==> src/rtl/srx_pkg.sv <==
package srx_pkg;

  typedef enum logic [1:0] {
    RX_IDLE  = 2'd0,
    RX_START = 2'd1,
    RX_DATA  = 2'd2,
    RX_STOP  = 2'd3
  } rx_state_t;

  // Oversampling ratio of the prescale input.
  localparam int unsigned OVERSAMPLE = 8;

  // A zero prescale runs as one.
  function automatic logic [31:0] srx_eff_pre(input logic [31:0] p);
    return (p == 32'd0) ? 32'd1 : p;
  endfunction

  // Clock cycles in one full bit period.
  function automatic logic [31:0] srx_bit_cycles(input logic [31:0] p);
    return srx_eff_pre(p) * OVERSAMPLE;
  endfunction

  // Clock cycles from the start edge to the start-bit recheck.
  function automatic logic [31:0] srx_half_cycles(input logic [31:0] p);
    return srx_eff_pre(p) * (OVERSAMPLE / 2);
  endfunction

endpackage

==> src/rtl/srx_sync.sv <==
module srx_sync #(
  parameter int STAGES  = 2,
  parameter bit RST_VAL = 1'b1
) (
  input  logic clk,
  input  logic rst,
  input  logic d,
  output logic q
);
  logic [STAGES-1:0] chain;

  generate
    for (genvar i = 0; i < STAGES; i++) begin : g_stage
      if (i == 0) begin : g_first
        always_ff @(posedge clk) begin
          if (rst) chain[0] <= RST_VAL;
          else     chain[0] <= d;
        end
      end else begin : g_next
        always_ff @(posedge clk) begin
          if (rst) chain[i] <= RST_VAL;
          else     chain[i] <= chain[i-1];
        end
      end
    end
  endgenerate

  assign q = chain[STAGES-1];
endmodule

==> src/rtl/srx_frame.sv <==
module srx_frame
  import srx_pkg::*;
#(
  parameter int DATA_W = 8,
  parameter int PRE_W  = 16
) (
  input  logic              clk,
  input  logic              rst,
  input  logic              rx,
  input  logic [PRE_W-1:0]  prescale,
  output logic              busy,
  output logic              done,
  output logic [DATA_W-1:0] word,
  output logic              ferr
);
  localparam int CNT_W = PRE_W + 3;
  localparam int IDX_W = (DATA_W > 1) ? $clog2(DATA_W) : 1;
  localparam logic [IDX_W-1:0] LAST_IDX = IDX_W'(DATA_W - 1);

  rx_state_t         state;
  logic [CNT_W-1:0]  cnt;
  logic [IDX_W-1:0]  idx;
  logic [DATA_W-1:0] shreg;
  logic [PRE_W-1:0]  pre_q;
  logic              rx_prev;
  logic              ferr_q;

  // Named internal events.
  logic tick, fall_seen, start_ok, start_glitch, bit_take, stop_take;
  logic [CNT_W-1:0] bit_reload;

  assign tick         = (cnt == '0);
  assign fall_seen    = (state == RX_IDLE) && rx_prev && !rx;
  assign start_ok     = (state == RX_START) && tick && !rx;
  assign start_glitch = (state == RX_START) && tick && rx;
  assign bit_take     = (state == RX_DATA) && tick;
  assign stop_take    = (state == RX_STOP) && tick;
  assign bit_reload   = CNT_W'(srx_bit_cycles(32'(pre_q)) - 32'd1);

  always_ff @(posedge clk) begin
    if (rst) begin
      state   <= RX_IDLE;
      cnt     <= '0;
      idx     <= '0;
      shreg   <= '0;
      pre_q   <= PRE_W'(1);
      rx_prev <= 1'b1;
      ferr_q  <= 1'b0;
    end else begin
      rx_prev <= rx;
      ferr_q  <= 1'b0;
      unique case (state)
        RX_IDLE: begin
          if (fall_seen) begin
            state <= RX_START;
            pre_q <= PRE_W'(srx_eff_pre(32'(prescale)));
            cnt   <= CNT_W'(srx_half_cycles(32'(prescale)) - 32'd1);
          end
        end
        RX_START: begin
          if (start_ok) begin
            state <= RX_DATA;
            cnt   <= bit_reload;
            idx   <= '0;
          end else if (start_glitch) begin
            state <= RX_IDLE;
          end else begin
            cnt <= cnt - 1'b1;
          end
        end
        RX_DATA: begin
          if (bit_take) begin
            shreg <= {rx, shreg[DATA_W-1:1]};
            cnt   <= bit_reload;
            if (idx == LAST_IDX) state <= RX_STOP;
            else                 idx   <= idx + 1'b1;
          end else begin
            cnt <= cnt - 1'b1;
          end
        end
        RX_STOP: begin
          if (stop_take) begin
            state  <= RX_IDLE;
            ferr_q <= !rx;
          end else begin
            cnt <= cnt - 1'b1;
          end
        end
        default: state <= RX_IDLE;
      endcase
    end
  end

  assign busy = (state != RX_IDLE);
  assign done = stop_take && rx;
  assign word = shreg;
  assign ferr = ferr_q;

  // framing pulse lasts one cycle.
  a_r10_ferr_pulse: assert property (@(posedge clk) disable iff (rst)
    ferr_q |=> !ferr_q);
  // a failed start recheck returns to idle without an error.
  a_r6_glitch_idle: assert property (@(posedge clk) disable iff (rst)
    start_glitch |=> (state == RX_IDLE) && !ferr_q);
  // captured prescale is frozen through a frame.
  a_r8_pre_frozen: assert property (@(posedge clk) disable iff (rst)
    (state != RX_IDLE) && $past(state != RX_IDLE) |-> $stable(pre_q));
  // the bit index never runs past the word.
  a_r2_idx_bound: assert property (@(posedge clk) disable iff (rst)
    (state == RX_DATA) |-> (idx <= LAST_IDX));
  // busy ends right after the stop sample.
  a_r7_busy_end: assert property (@(posedge clk) disable iff (rst)
    stop_take |=> !busy);
endmodule

==> src/rtl/srx_outreg.sv <==
module srx_outreg #(
  parameter int DATA_W = 8
) (
  input  logic              clk,
  input  logic              rst,
  input  logic              load,
  input  logic [DATA_W-1:0] load_data,
  input  logic              tready,
  output logic              tvalid,
  output logic [DATA_W-1:0] tdata,
  output logic              overrun
);
  logic              valid_q;
  logic [DATA_W-1:0] data_q;
  logic              ovr_q;
  logic              consume, clobber;

  assign consume = valid_q && tready;
  assign clobber = load && valid_q && !tready;

  always_ff @(posedge clk) begin
    if (rst) begin
      valid_q <= 1'b0;
      data_q  <= '0;
      ovr_q   <= 1'b0;
    end else begin
      ovr_q <= clobber;
      if (load) begin
        data_q  <= load_data;
        valid_q <= 1'b1;
      end else if (consume) begin
        valid_q <= 1'b0;
      end
    end
  end

  assign tvalid  = valid_q;
  assign tdata   = data_q;
  assign overrun = ovr_q;

  // an unaccepted word holds.
  a_r3_hold: assert property (@(posedge clk) disable iff (rst)
    valid_q && !tready && !load |=> valid_q && $stable(data_q));
  // an accepted word leaves when nothing replaces it.
  a_r3_drop: assert property (@(posedge clk) disable iff (rst)
    valid_q && tready && !load |=> !valid_q);
  // an overrun always leaves the newer word visible.
  a_r4_ovr_word: assert property (@(posedge clk) disable iff (rst)
    ovr_q |-> valid_q);
  // overrun pulse lasts one cycle.
  a_r10_ovr_pulse: assert property (@(posedge clk) disable iff (rst)
    ovr_q |=> !ovr_q);
endmodule

==> src/rtl/serial_rx_stream.sv <==
module serial_rx_stream #(
  parameter int DATA_W      = 8,
  parameter int PRE_W       = 16,
  parameter int SYNC_STAGES = 2
) (
  input  logic              clk,
  input  logic              rst,
  input  logic              rxd,
  input  logic [PRE_W-1:0]  prescale,
  output logic [DATA_W-1:0] m_tdata,
  output logic              m_tvalid,
  input  logic              m_tready,
  output logic              busy,
  output logic              overrun_err,
  output logic              frame_err
);
  logic              rx_s;
  logic              word_done;
  logic [DATA_W-1:0] word_bits;

  srx_sync #(.STAGES(SYNC_STAGES), .RST_VAL(1'b1)) u_sync (
    .clk (clk),
    .rst (rst),
    .d   (rxd),
    .q   (rx_s)
  );

  srx_frame #(.DATA_W(DATA_W), .PRE_W(PRE_W)) u_frame (
    .clk      (clk),
    .rst      (rst),
    .rx       (rx_s),
    .prescale (prescale),
    .busy     (busy),
    .done     (word_done),
    .word     (word_bits),
    .ferr     (frame_err)
  );

  srx_outreg #(.DATA_W(DATA_W)) u_out (
    .clk       (clk),
    .rst       (rst),
    .load      (word_done),
    .load_data (word_bits),
    .tready    (m_tready),
    .tvalid    (m_tvalid),
    .tdata     (m_tdata),
    .overrun   (overrun_err)
  );

  // a framing failure never delivers a word.
  a_r5_no_word: assert property (@(posedge clk) disable iff (rst)
    frame_err |-> !$rose(m_tvalid));
  // the two error pulses come from exclusive outcomes.
  a_r4_err_excl: assert property (@(posedge clk) disable iff (rst)
    !(frame_err && overrun_err));
endmodule

==> config.mk <==
export PLATFORM = sky130hd
export DESIGN_NAME = serial_rx_stream
export DESIGN_NICKNAME = d
export VERILOG_FILES = /design/src/rtl/srx_pkg.sv /design/src/rtl/srx_sync.sv /design/src/rtl/srx_frame.sv /design/src/rtl/srx_outreg.sv /design/src/rtl/serial_rx_stream.sv
export SDC_FILE = /design/constraint.sdc
export NUM_CORES = 1
export LEC_CHECK = 0
export BUFFER_PORTS_ARGS = -buffer_cell sky130_fd_sc_hd__buf_2
export CAP_MARGIN = 10
export CORE_ASPECT_RATIO = 0.9
export CORE_MARGIN = 5
export CORE_UTILIZATION = 50
export CTS_CLUSTER_SIZE = 20
export DETAILED_ROUTE_END_ITERATION = 7
export GPL_ROUTABILITY_DRIVEN = 1
export PLACE_DENSITY_LB_ADDON = 0.2
export SYNTH_ARGS = -nofsm -noshare
export SYNTH_HDL_FRONTEND = slang
export SYNTH_SLANG_ARGS = --single-unit
==> constraint.sdc <==
create_clock -name clk -period 3.3 [get_ports clk]
set_clock_uncertainty 0.05 [all_clocks]
set_input_delay 0.33 -clock clk [delete_from_list [all_inputs] [get_ports clk]]
set_output_delay 0.33 -clock clk [all_outputs]
set_load 0.02 [all_outputs]
==> run_results.csv, run 1 <==
group,metric,value,unit
status,status,"complete, no violations",
cts,clockRootBuffer,"clkbuf_8",
sta,period_share,87.6,%
pwr,max-vdd-ir-drop,259,uV
yosys,synthArstFlopShare,0,%
detailed_routing,vias,3605,
placed_design,hpwl,7130,um
sta,drv_slew,0,
die,die_width,98.8,um
pwr,comb_power_share,20.9,%
setup_path,cp_slowest_stage_delay,480,ps
sta,hold_viol,0,
yosys,synth_cell_types,58,
yosys,synth-edff-count,0,
sta,maxSlewHeadroom,29.6,%
yosys,yosysSeqAreaShare,34.9,%
sta,tns,0,ps
setup_path,crit_path_cell_trace,"nor3_1 > and3_1 > a31oi_1 > ha_1 > nor3b_1 > and2_1 > nand2_1 > xnor2_1 > a211oi_1 > o32ai_1",
die,die_y,90.0,um
cts,path_clk_slew,80,ps
layout,antenna-diode-count,0,
pwr,leakage,1.52,nW
global_route,first_global_vias,3192,
detailed_routing,drt-total-wl,9830,um
layout,regArea,0.00124,mm^2
cts,clock_latency,350,ps
cts,cts_hold_buf,0,
setup_path,worst_r2r_path_depth,10,
pwr,p_per_area,513,mW/mm^2
sta,fmax,0.346,GHz
setup_path,crit_start,"u_frame.pre_q[6]",
sta,finalCriticalPeriod,2890,ps
detailed_routing,drc_errors,0,
setup_path,cp-start-kind,"flip-flop",
cts,cts_resized,0,
worst_hold_path,min_to,"u_sync.chain[0]",
global_route,grtUsageTotal,22.2,%
global_route,grt_overflow,0,
setup_path,timing.rr.end,"u_frame.cnt[13]",
die,core_region_area,0.00700,mm^2
worst_hold_path,min_path_type,"input pin to flip-flop",
detailed_routing,vias_per_cell,6.15,
placed_design,portBuffers,31,
pwr,switchingPower,649,uW
pwr,p_clk_share,39.8,%
die,die-area,0.00889,mm^2
setup_path,critPathArrivalTime,3060,ps
cts,cts_buffers,9,
setup_path,path_max_fanout,6,
pwr,swShare,31.1,%
global_route,grt_max_degree,30,
layout,multi_input_area,0.00219,mm^2
setup_path,path_class,"flip-flop to flip-flop",
setup_path,rrSetupSlack,410,ps
yosys,ys.flop_type,"dfxtp_1",
yosys,synth_area,0.00355,mm^2
yosys,synthCells,456,
placed_design,gp_congestion,0.963,
yosys,synth_nets,481,
die,pin_count,32,
flow_run,cap_violations,0,
sta,setup-violations-final,0,
layout,drive_above_1_share,15.4,%
layout,layout_common_cells,"dfxtp_1, nand2_1, nor2_1",
layout,nets,513,
setup_path,worstSetupEndpointType,"flip-flop",
die,row_count,29,
yosys,synth_warnings,0,
detailed_routing,antenna_left,0,
cts,cts_tree,"done",
die,initial_utilization,50.7,%
setup_path,reg2reg_from,"u_frame.pre_q[6]",
cts,htree_levels,3,
layout,final_common_cell,"dfxtp_1",
cts,clock-sinks,62,
layout,fillers,649,
detailed_routing,drt_iter0_markers,323,
yosys,synth_seq_cells,62,
detailed_routing,drt-pass1-iter-count,5,
cts,post-cts-setup-buffers,0,
detailed_routing,wire_per_inst,16.8,um
global_route,grt_pass1_wl,16000,um
layout,final_util,58.0,%
sta,worst_pin_slew,1050,ps
global_route,grt_antenna_before_repair,0,
worst_hold_path,min_path_cells,2,
yosys,avgSynthCellArea,7.79,um^2
layout,area_growth,14.4,%
sta,rsz0062_at_grt,"false",
worst_hold_path,min-delay-start,"rxd",
setup_path,cp.buffers_inverters,0,
setup_path,cp.required,3470,ps
setup_path,path_delay_family,"simple AND/OR/NAND/NOR gates",
setup_path,crit_slowest_cell,"dfxtp_1",
pwr,p_seq_share,39.2,%
pwr,intPower,1.44,mW
cts,ctsLongestPathBuffers,2,
[power by group through the flow]
stage / logic [mW] / registers, mW / clock network (mW)
6_report: 0.437 / 0.819 / 0.830
5_1_grt: 0.477 / 0.824 / 0.878
4_1_cts: 0.428 / 0.817 / 0.839
3_5_place_dp: 0.425 / 0.834 / 0
3_3_place_gp: 0.424 / 0.834 / 0
2_1_floorplan: 0.319 / 0.821 / 0
[cells by family (layout without fill, tap and decap cells)]
group / after synthesis / in the layout / synth area share (%)
xor gates and xnor gates: 20 / 20 / 4.93
buffers and inverters: 31 / 68 / 3.42
DFF: 62 / 62 / 34.9
and+or+nand+nor: 197 / 197 / 28.2
adders and majority gates: 5 / 5 / 1.76
muxes: 19 / 19 / 5.39
AOI/OAI and AO/OA: 122 / 122 / 21.3
[cells in the mapped netlist, types with 3 or more instances]
library cell | instances | area share [%]
a211oi_1 | 4 | 0.85
a21oi_1 | 42 | 5.9
a22oi_1 | 3 | 0.63
a31oi_1 | 8 | 1.4
buf_2 | 4 | 0.56
clkbuf_1 | 15 | 1.6
dfxtp_1 | 62 | 35
ha_1 | 5 | 1.8
inv_1 | 11 | 1.2
mux2i_1 | 18 | 5.1
nand2_1 | 58 | 6.1
nand2b_1 | 3 | 0.53
nand3_1 | 17 | 2.4
nand4_1 | 5 | 0.88
nor2_1 | 55 | 5.8
nor3_1 | 15 | 2.1
nor3b_1 | 5 | 1.1
nor4_1 | 6 | 1.1
nor4_4 | 3 | 1.8
o211ai_1 | 7 | 1.5
o21ai_0 | 26 | 3.7
o221ai_1 | 5 | 1.2
o22ai_1 | 8 | 1.4
o31a_1 | 3 | 0.74
or2_2 | 5 | 0.88
or4_1 | 5 | 1.1
xnor2_1 | 12 | 3.0
xor2_1 | 8 | 2.0
[stage by stage]
stage	cell area (um^2)	worst slack [ps]	hold slack (ps)	instances	total power [mW]
floorplan	3550	799	339	456	1.14
finish	4060	409	110	586	2.09
detailed placement	3820	291	347	570	1.26
global placement	3820	418	342	570	1.26
global route	4060	256	123	586	2.18
CTS	4060	459	108	586	2.08
[state kept, by name, summed over array words and instances, names as in the netlist, named ones only]
| signal | count |
|---|---|
| u_frame.cnt | 19 |
| u_frame.ferr | 1 |
| u_frame.idx | 3 |
| u_frame.pre_q | 16 |
| u_frame.rx_prev | 1 |
| u_frame.state | 1 |
| u_frame.word | 8 |
| u_out.overrun | 1 |
| u_out.tdata | 8 |
| u_out.tvalid | 1 |
| u_sync.chain | 1 |
| u_sync.q | 1 |
[worst max-delay path by stage]
stage | slack [ps] | cells past startpoint | endpoint
after floorplan | 800 | 10 | u_frame.cnt[13]
after global placement | 420 | 12 | u_frame.cnt[14]
after detailed placement | 290 | 12 | u_frame.cnt[14]
after CTS | 460 | 10 | u_frame.cnt[13]
after global routing | 260 | 10 | u_frame.cnt[13]
final | 410 | 10 | u_frame.cnt[13]
[layout make-up]
class | count | area share, %
Tap cell | 93 | 2.86
Sequential cell | 62 | 30.6
Inverter | 11 | 1.02
Clock buffer | 9 | 3.05
Timing Repair Buffer | 41 | 5.67
Multi-Input combinational cell | 363 | 53.9
Clock inverter | 7 | 2.96
[routing by layer]
metal,vias up,track usage (%),wire length [um]
met2,162,33.6,4270
met1,1697,31.0,4580
li1,1730,-,-
met3,16,5.26,803
met5,-,0,0
met4,0,7.51,188
Note: power is estimated with default switching activity, not from simulation.
==> run 2: changes to the inputs <==
--- a/config.mk
+++ b/config.mk
@@ -16,4 +16,5 @@
 export PLACE_DENSITY_LB_ADDON = 0.2
 export SYNTH_ARGS = -nofsm -noshare
 export SYNTH_HDL_FRONTEND = slang
+export SYNTH_HIERARCHICAL = 1
 export SYNTH_SLANG_ARGS = --single-unit
==> constraint.sdc (replaced) <==
create_clock -name clk -period 3.5 [get_ports clk]
set_clock_uncertainty 0.05 [all_clocks]
set_input_delay 0.35 -clock clk [delete_from_list [all_inputs] [get_ports clk]]
set_output_delay 0.35 -clock clk [all_outputs]
set_load 0.02 [all_outputs]
==> run_results.csv, run 2 <==
group,metric,value,unit
status,status,"complete, no violations",
layout,drive_above_1_share,15.0,%
die,die_y,89.7,um
placed_design,gp_congestion,0.894,
cts,clock_latency,330,ps
sta,fmax,0.331,GHz
placed_design,portBuffers,31,
pwr,p_per_area,470,mW/mm^2
layout,final_common_cell,"nand2_1",
worst_hold_path,min_path_type,"input pin to flip-flop",
global_route,grt_antenna_before_repair,0,
cts,cts_hold_buf,0,
layout,largest_reg_flops,19,
detailed_routing,antenna_left,0,
sta,tns,0,ps
global_route,first_global_vias,3054,
die,initial_utilization,50.6,%
sta,worst_pin_slew,741,ps
layout,fin_area,0.00401,mm^2
global_route,grt_overflow,0,
detailed_routing,wire_per_inst,15.7,um
global_route,grt_pass1_wl,15300,um
yosys,synth_nets,485,
layout,layout_common_cells,"nand2_1, dfxtp_1, a21oi_1",
setup_path,cp.required,3670,ps
yosys,yosysSeqAreaShare,35.2,%
setup_path,path_class,"flip-flop to flip-flop",
detailed_routing,vias,3446,
layout,reg_top3,"u_frame/cnt x19, u_frame/pre_q x16",
cts,post-cts-setup-buffers,0,
global_route,grtUsageTotal,21.7,%
detailed_routing,vias_per_cell,5.87,
detailed_routing,drt_iter0_markers,212,
pwr,design_power_total,1.89,mW
sta,setup-violations-final,0,
cts,cts_tree,"done",
yosys,ys.flop_type,"dfxtp_1",
placed_design,postPlaceCellArea,0.00378,mm^2
pwr,leakage,1.45,nW
yosys,synth_common_cells,"nand2_1, dfxtp_1, a21oi_1",
detailed_routing,drt-pass1-iter-count,4,
cts,ctsLongestPathBuffers,2,
die,pin_count,32,
setup_path,critPathArrivalTime,3190,ps
detailed_routing,drc_errors,0,
sta,period_share,86.2,%
global_route,grt_max_degree,39,
cts,clockRootBuffer,"clkbuf_8",
yosys,yosysTopAreaCellShare,35.2,%
layout,nets,513,
yosys,synthCells,461,
sta,drv_slew,0,
yosys,synth_top_cell_by_area,"dfxtp_1",
yosys,avgSynthCellArea,7.65,um^2
setup_path,rrSetupSlack,480,ps
setup_path,path_max_fanout,9,
setup_path,cp-start-kind,"flip-flop",
pwr,max-vdd-ir-drop,318,uV
die,row_count,29,
detailed_routing,drt-total-wl,9200,um
cts,htree_levels,3,
flow_run,cap_violations,0,
yosys,synth_seq_cells,62,
die,die_width,98.5,um
layout,regMostFlops,"u_frame/cnt",
die,core_region_area,0.00697,mm^2
yosys,synth_cell_types,60,
layout,antenna-diode-count,0,
yosys,synth-edff-count,0,
sta,maxSlewHeadroom,50.2,%
sta,hold_viol,0,
placed_design,hpwl,6670,um
yosys,synth_area,0.00353,mm^2
sta,finalCriticalPeriod,3020,ps
layout,area_growth,13.7,%
die,die-area,0.00883,mm^2
yosys,yosys.cell_count.top_type,"nand2_1",
sta,rsz0062_at_grt,"false",
yosys,ys_top_cells_by_area,"dfxtp_1, nand2_1, a21oi_1",
cts,clock-sinks,62,
setup_path,worstSetupEndpointType,"flip-flop",
cts,cts_resized,0,
yosys,synthArstFlopShare,0,%
cts,cts_buffers,9,
cts,path_clk_slew,80,ps
yosys,synth_warnings,6,
-- run 2: routing by layer --
metal,wire (um),track usage [%],share of wire (%),up-vias
li1,-,-,-,1715
met1,4680,31.7,51,1637
met2,3840,32.6,42,85
met3,572,3.63,6.2,9
met4,106,7.07,1.2,0
met5,0,0,0,-
-- run 2: per-stage QoR --
stage	utilization (%)	hold slack (ps)	setup slack (ps)	instances
global placement	54.2	344	591	571
finish	57.5	142	482	587
global route	57.5	147	340	587
detailed placement	54.2	349	517	571
floorplan	-	333	740	461
CTS	57.5	128	488	587
-- run 2: path summary, 6_finish.rpt --
| kind | from | endpoint | cells past startpoint |
|---|---|---|---|
| worst max-delay path | u_frame/cnt[5] | u_out/tdata[5] | 8 |
| worst min register to register | u_sync/chain[0] | u_sync/q | 1 |
| worst min-delay path | rxd | u_sync/chain[0] | 2 |
| worst max register to register | u_frame/cnt[5] | u_out/tdata[5] | 8 |
-- run 2: final cells by class --
| class | count | area (um^2) |
|---|---|---|
| inverter | 8 | 30.0 |
| clock buffer | 10 | 138 |
| tap | 93 | 116 |
| sequential | 62 | 1240 |
| timing repair buffer | 42 | 238 |
| fill | 683 | 2960 |
| clock inverter | 6 | 92.6 |
| multi-input combinational | 366 | 2150 |
-- run 2: cell families (layout without fill, tap and decap cells) --
family | after synthesis | after routing | share of synthesized area, %
flops | 62 | 62 | 35.2
fa+ha+maj | 4 | 4 | 1.42
buf+inv | 33 | 66 | 3.97
simple gates | 218 | 218 | 31.5
xor+xnor | 21 | 21 | 5.22
mux | 13 | 13 | 3.87
compound gates | 110 | 110 | 18.8
-- run 2: worst max-delay path: stages, from the launching register on --
cell and delay (ps):
dfxtp_1 370, or4_1 670, or4b_4 610, nor4b_4 360
nand2_1 150, nor3_1 190, buf_4 240, mux2i_1 210
nor2_1 50
-- run 2: report_power, final --
group | internal [mW] | switching (mW)
clock network | 0.425 | 0.303
registers | 0.734 | 0.0399
logic | 0.147 | 0.236
total | 1.31 | 0.579
==> run 3: changes to the inputs <==
==> constraint.sdc (replaced) <==
create_clock -name clk -period 3.5 [get_ports clk]
set_clock_uncertainty 0.05 [all_clocks]
set_input_delay 0.525 -clock clk [delete_from_list [all_inputs] [get_ports clk]]
set_output_delay 0.525 -clock clk [all_outputs]
set_load 0.02 [all_outputs]
==> run_results.csv, run 3 (synthesis results as in run 2) <==
group,metric,value,unit
cts,clock-sinks,62,
setup_path,path_class,"flip-flop to flip-flop",
placed_design,gp_congestion,0.900,
cts,cts_buffers,9,
global_route,grt_max_degree,39,
global_route,grt_antenna_before_repair,0,
setup_path,worst_r2r_path_depth,8,
detailed_routing,wire_per_inst,15.8,um
global_route,grt_overflow,0,
placed_design,hpwl,6690,um
cts,cts_hold_buf,0,
sta,tns,0,ps
cts,cts_tree,"done",
setup_path,reg2reg_from,"u_frame/cnt[10]",
setup_path,critPathArrivalTime,3190,ps
layout,area_growth,13.6,%
global_route,first_global_vias,3009,
status,status,"complete, no violations",
global_route,grt_pass1_wl,15200,um
flow_run,cap_violations,0,
layout,drive_above_1_share,15.2,%
setup_path,crit_start,"u_frame/cnt[10]",
pwr,max-vdd-ir-drop,245,uV
pwr,p_per_area,464,mW/mm^2
worst_hold_path,min_path_type,"input pin to flip-flop",
detailed_routing,drt-pass1-iter-count,5,
sta,hold_viol,0,
worst_hold_path,min-delay-start,"rxd",
worst_hold_path,min_path_cells,2,
setup_path,cp_slowest_stage_delay,710,ps
cts,ctsLongestPathBuffers,2,
setup_path,crit_slowest_cell,"or4_1",
die,die_y,89.7,um
cts,path_clk_slew,70,ps
worst_hold_path,min_to,"u_sync/chain[0]",
sta,whs,320,ps
sta,maxSlewHeadroom,48.5,%
setup_path,rrSetupSlack,470,ps
layout,nets,514,
sta,period_share,86.6,%
placed_design,portBuffers,31,
sta,rsz0062_at_grt,"false",
detailed_routing,drt_iter0_markers,258,
sta,setup-violations-final,0,
global_route,use_met2,33.6,%
sta,drv_slew,0,
die,die_width,98.5,um
global_route,grtUsageMet1,30.6,%
layout,antenna-diode-count,0,
layout,largest_reg_flops,19,
cts,clockRootBuffer,"clkbuf_8",
layout,fin_area,0.00401,mm^2
sta,fmax,0.330,GHz
placed_design,postPlaceCellArea,0.00378,mm^2
sta,finalCriticalPeriod,3030,ps
detailed_routing,vias,3416,
cts,htree_levels,3,
detailed_routing,antenna_left,0,
layout,layout_common_cells,"nand2_1, dfxtp_1, a21oi_1",
setup_path,cp.required,3650,ps
detailed_routing,drc_errors,0,
setup_path,crit_path_cell_trace,"or4_1 > or4b_4 > nor4b_4 > nand2_1 > nor3_1 > buf_4 > mux2i_1 > nor2_1",
cts,clock_latency,340,ps
cts,post-cts-setup-buffers,0,
global_route,grt_busiest_layer,"met2",
die,row_count,29,
die,initial_utilization,50.6,%
setup_path,path_max_fanout,9,
die,die-area,0.00883,mm^2
cts,cts_resized,0,
layout,final_common_cell,"nand2_1",
pwr,leakage,1.45,nW
die,core_region_area,0.00697,mm^2
die,pin_count,32,
global_route,grtUsageTotal,21.6,%
setup_path,timing.rr.end,"u_out/tdata[6]",
setup_path,worstSetupEndpointType,"flip-flop",
global_route,met3_usage,4.25,%
layout,regMostFlops,"u_frame/cnt",
layout,reg_top3,"u_frame/cnt x19, u_frame/pre_q x16",
layout,fillers,677,
detailed_routing,vias_per_cell,5.81,
detailed_routing,drt-total-wl,9270,um
setup_path,cp-start-kind,"flip-flop",
sta,worst_pin_slew,765,ps
run 3: changes by cell type in the layout (fill, tap and decap cells not counted):
cell | before | now
inv_6 | 2 | 1
clkbuf_8 | 10 | 9
buf_4 | 11 | 12
clkinv_2 | 0 | 1
clkinv_4 | 0 | 1
run 3: cell type report:
| cell class | instances | area [um^2] | share of cell area, % |
|---|---|---|---|
| clock buffers | 9 | 124 | 3.09 |
| clock inverters | 7 | 97.6 | 2.44 |
| inverters | 8 | 30.0 | 0.750 |
| multi-input cells | 366 | 2150 | 53.7 |
| flip-flops and latches | 62 | 1240 | 31.0 |
| well taps | 93 | 116 | 2.90 |
| repair buffers | 43 | 245 | 6.12 |
run 3: worst max-delay path by stage:
stage | slack [ps] | endpoint | cells after the start
final | 470 | u_out/tdata[6] | 8
after global routing | 300 | u_out/tdata[7] | 8
after CTS | 470 | u_out/tdata[6] | 8
after detailed placement | 520 | u_out/tdata[6] | 8
after global placement | 570 | u_out/tdata[6] | 8
after floorplan | 700 | u_frame/cnt[12] | 12
run 3: report_power, final:
| part | leakage, nW | switching [mW] | internal (mW) |
|---|---|---|---|
| clock network | 0.106 | 0.297 | 0.403 |
| registers | 0.504 | 0.0409 | 0.734 |
| logic | 0.842 | 0.235 | 0.150 |
run 3: routing by layer:
metal  wire length, um  vias up
met5                 0        -
li1                  -     1714
met2              4060      109
met4               105        0
met3               569       11
met1              4540     1582
run 3: metrics by stage:
step / util [%] / worst slack [ps] / std cells / total power, mW
after global routing: 57.5 / 302 / 588 / 1.95
after detailed placement: 54.3 / 519 / 572 / 1.17
after floorplan: - / 699 / 461 / 1.06
final: 57.5 / 469 / 588 / 1.86
after global placement: 54.3 / 569 / 572 / 1.16
after CTS: 57.5 / 473 / 588 / 1.87
run 3: critical path: cells and delay by family (launching register included):
family,cells,cell delay (ps)
and+or+nand+nor,6,2040
DFF,1,370
buffers and inverters,1,240
muxes,1,200
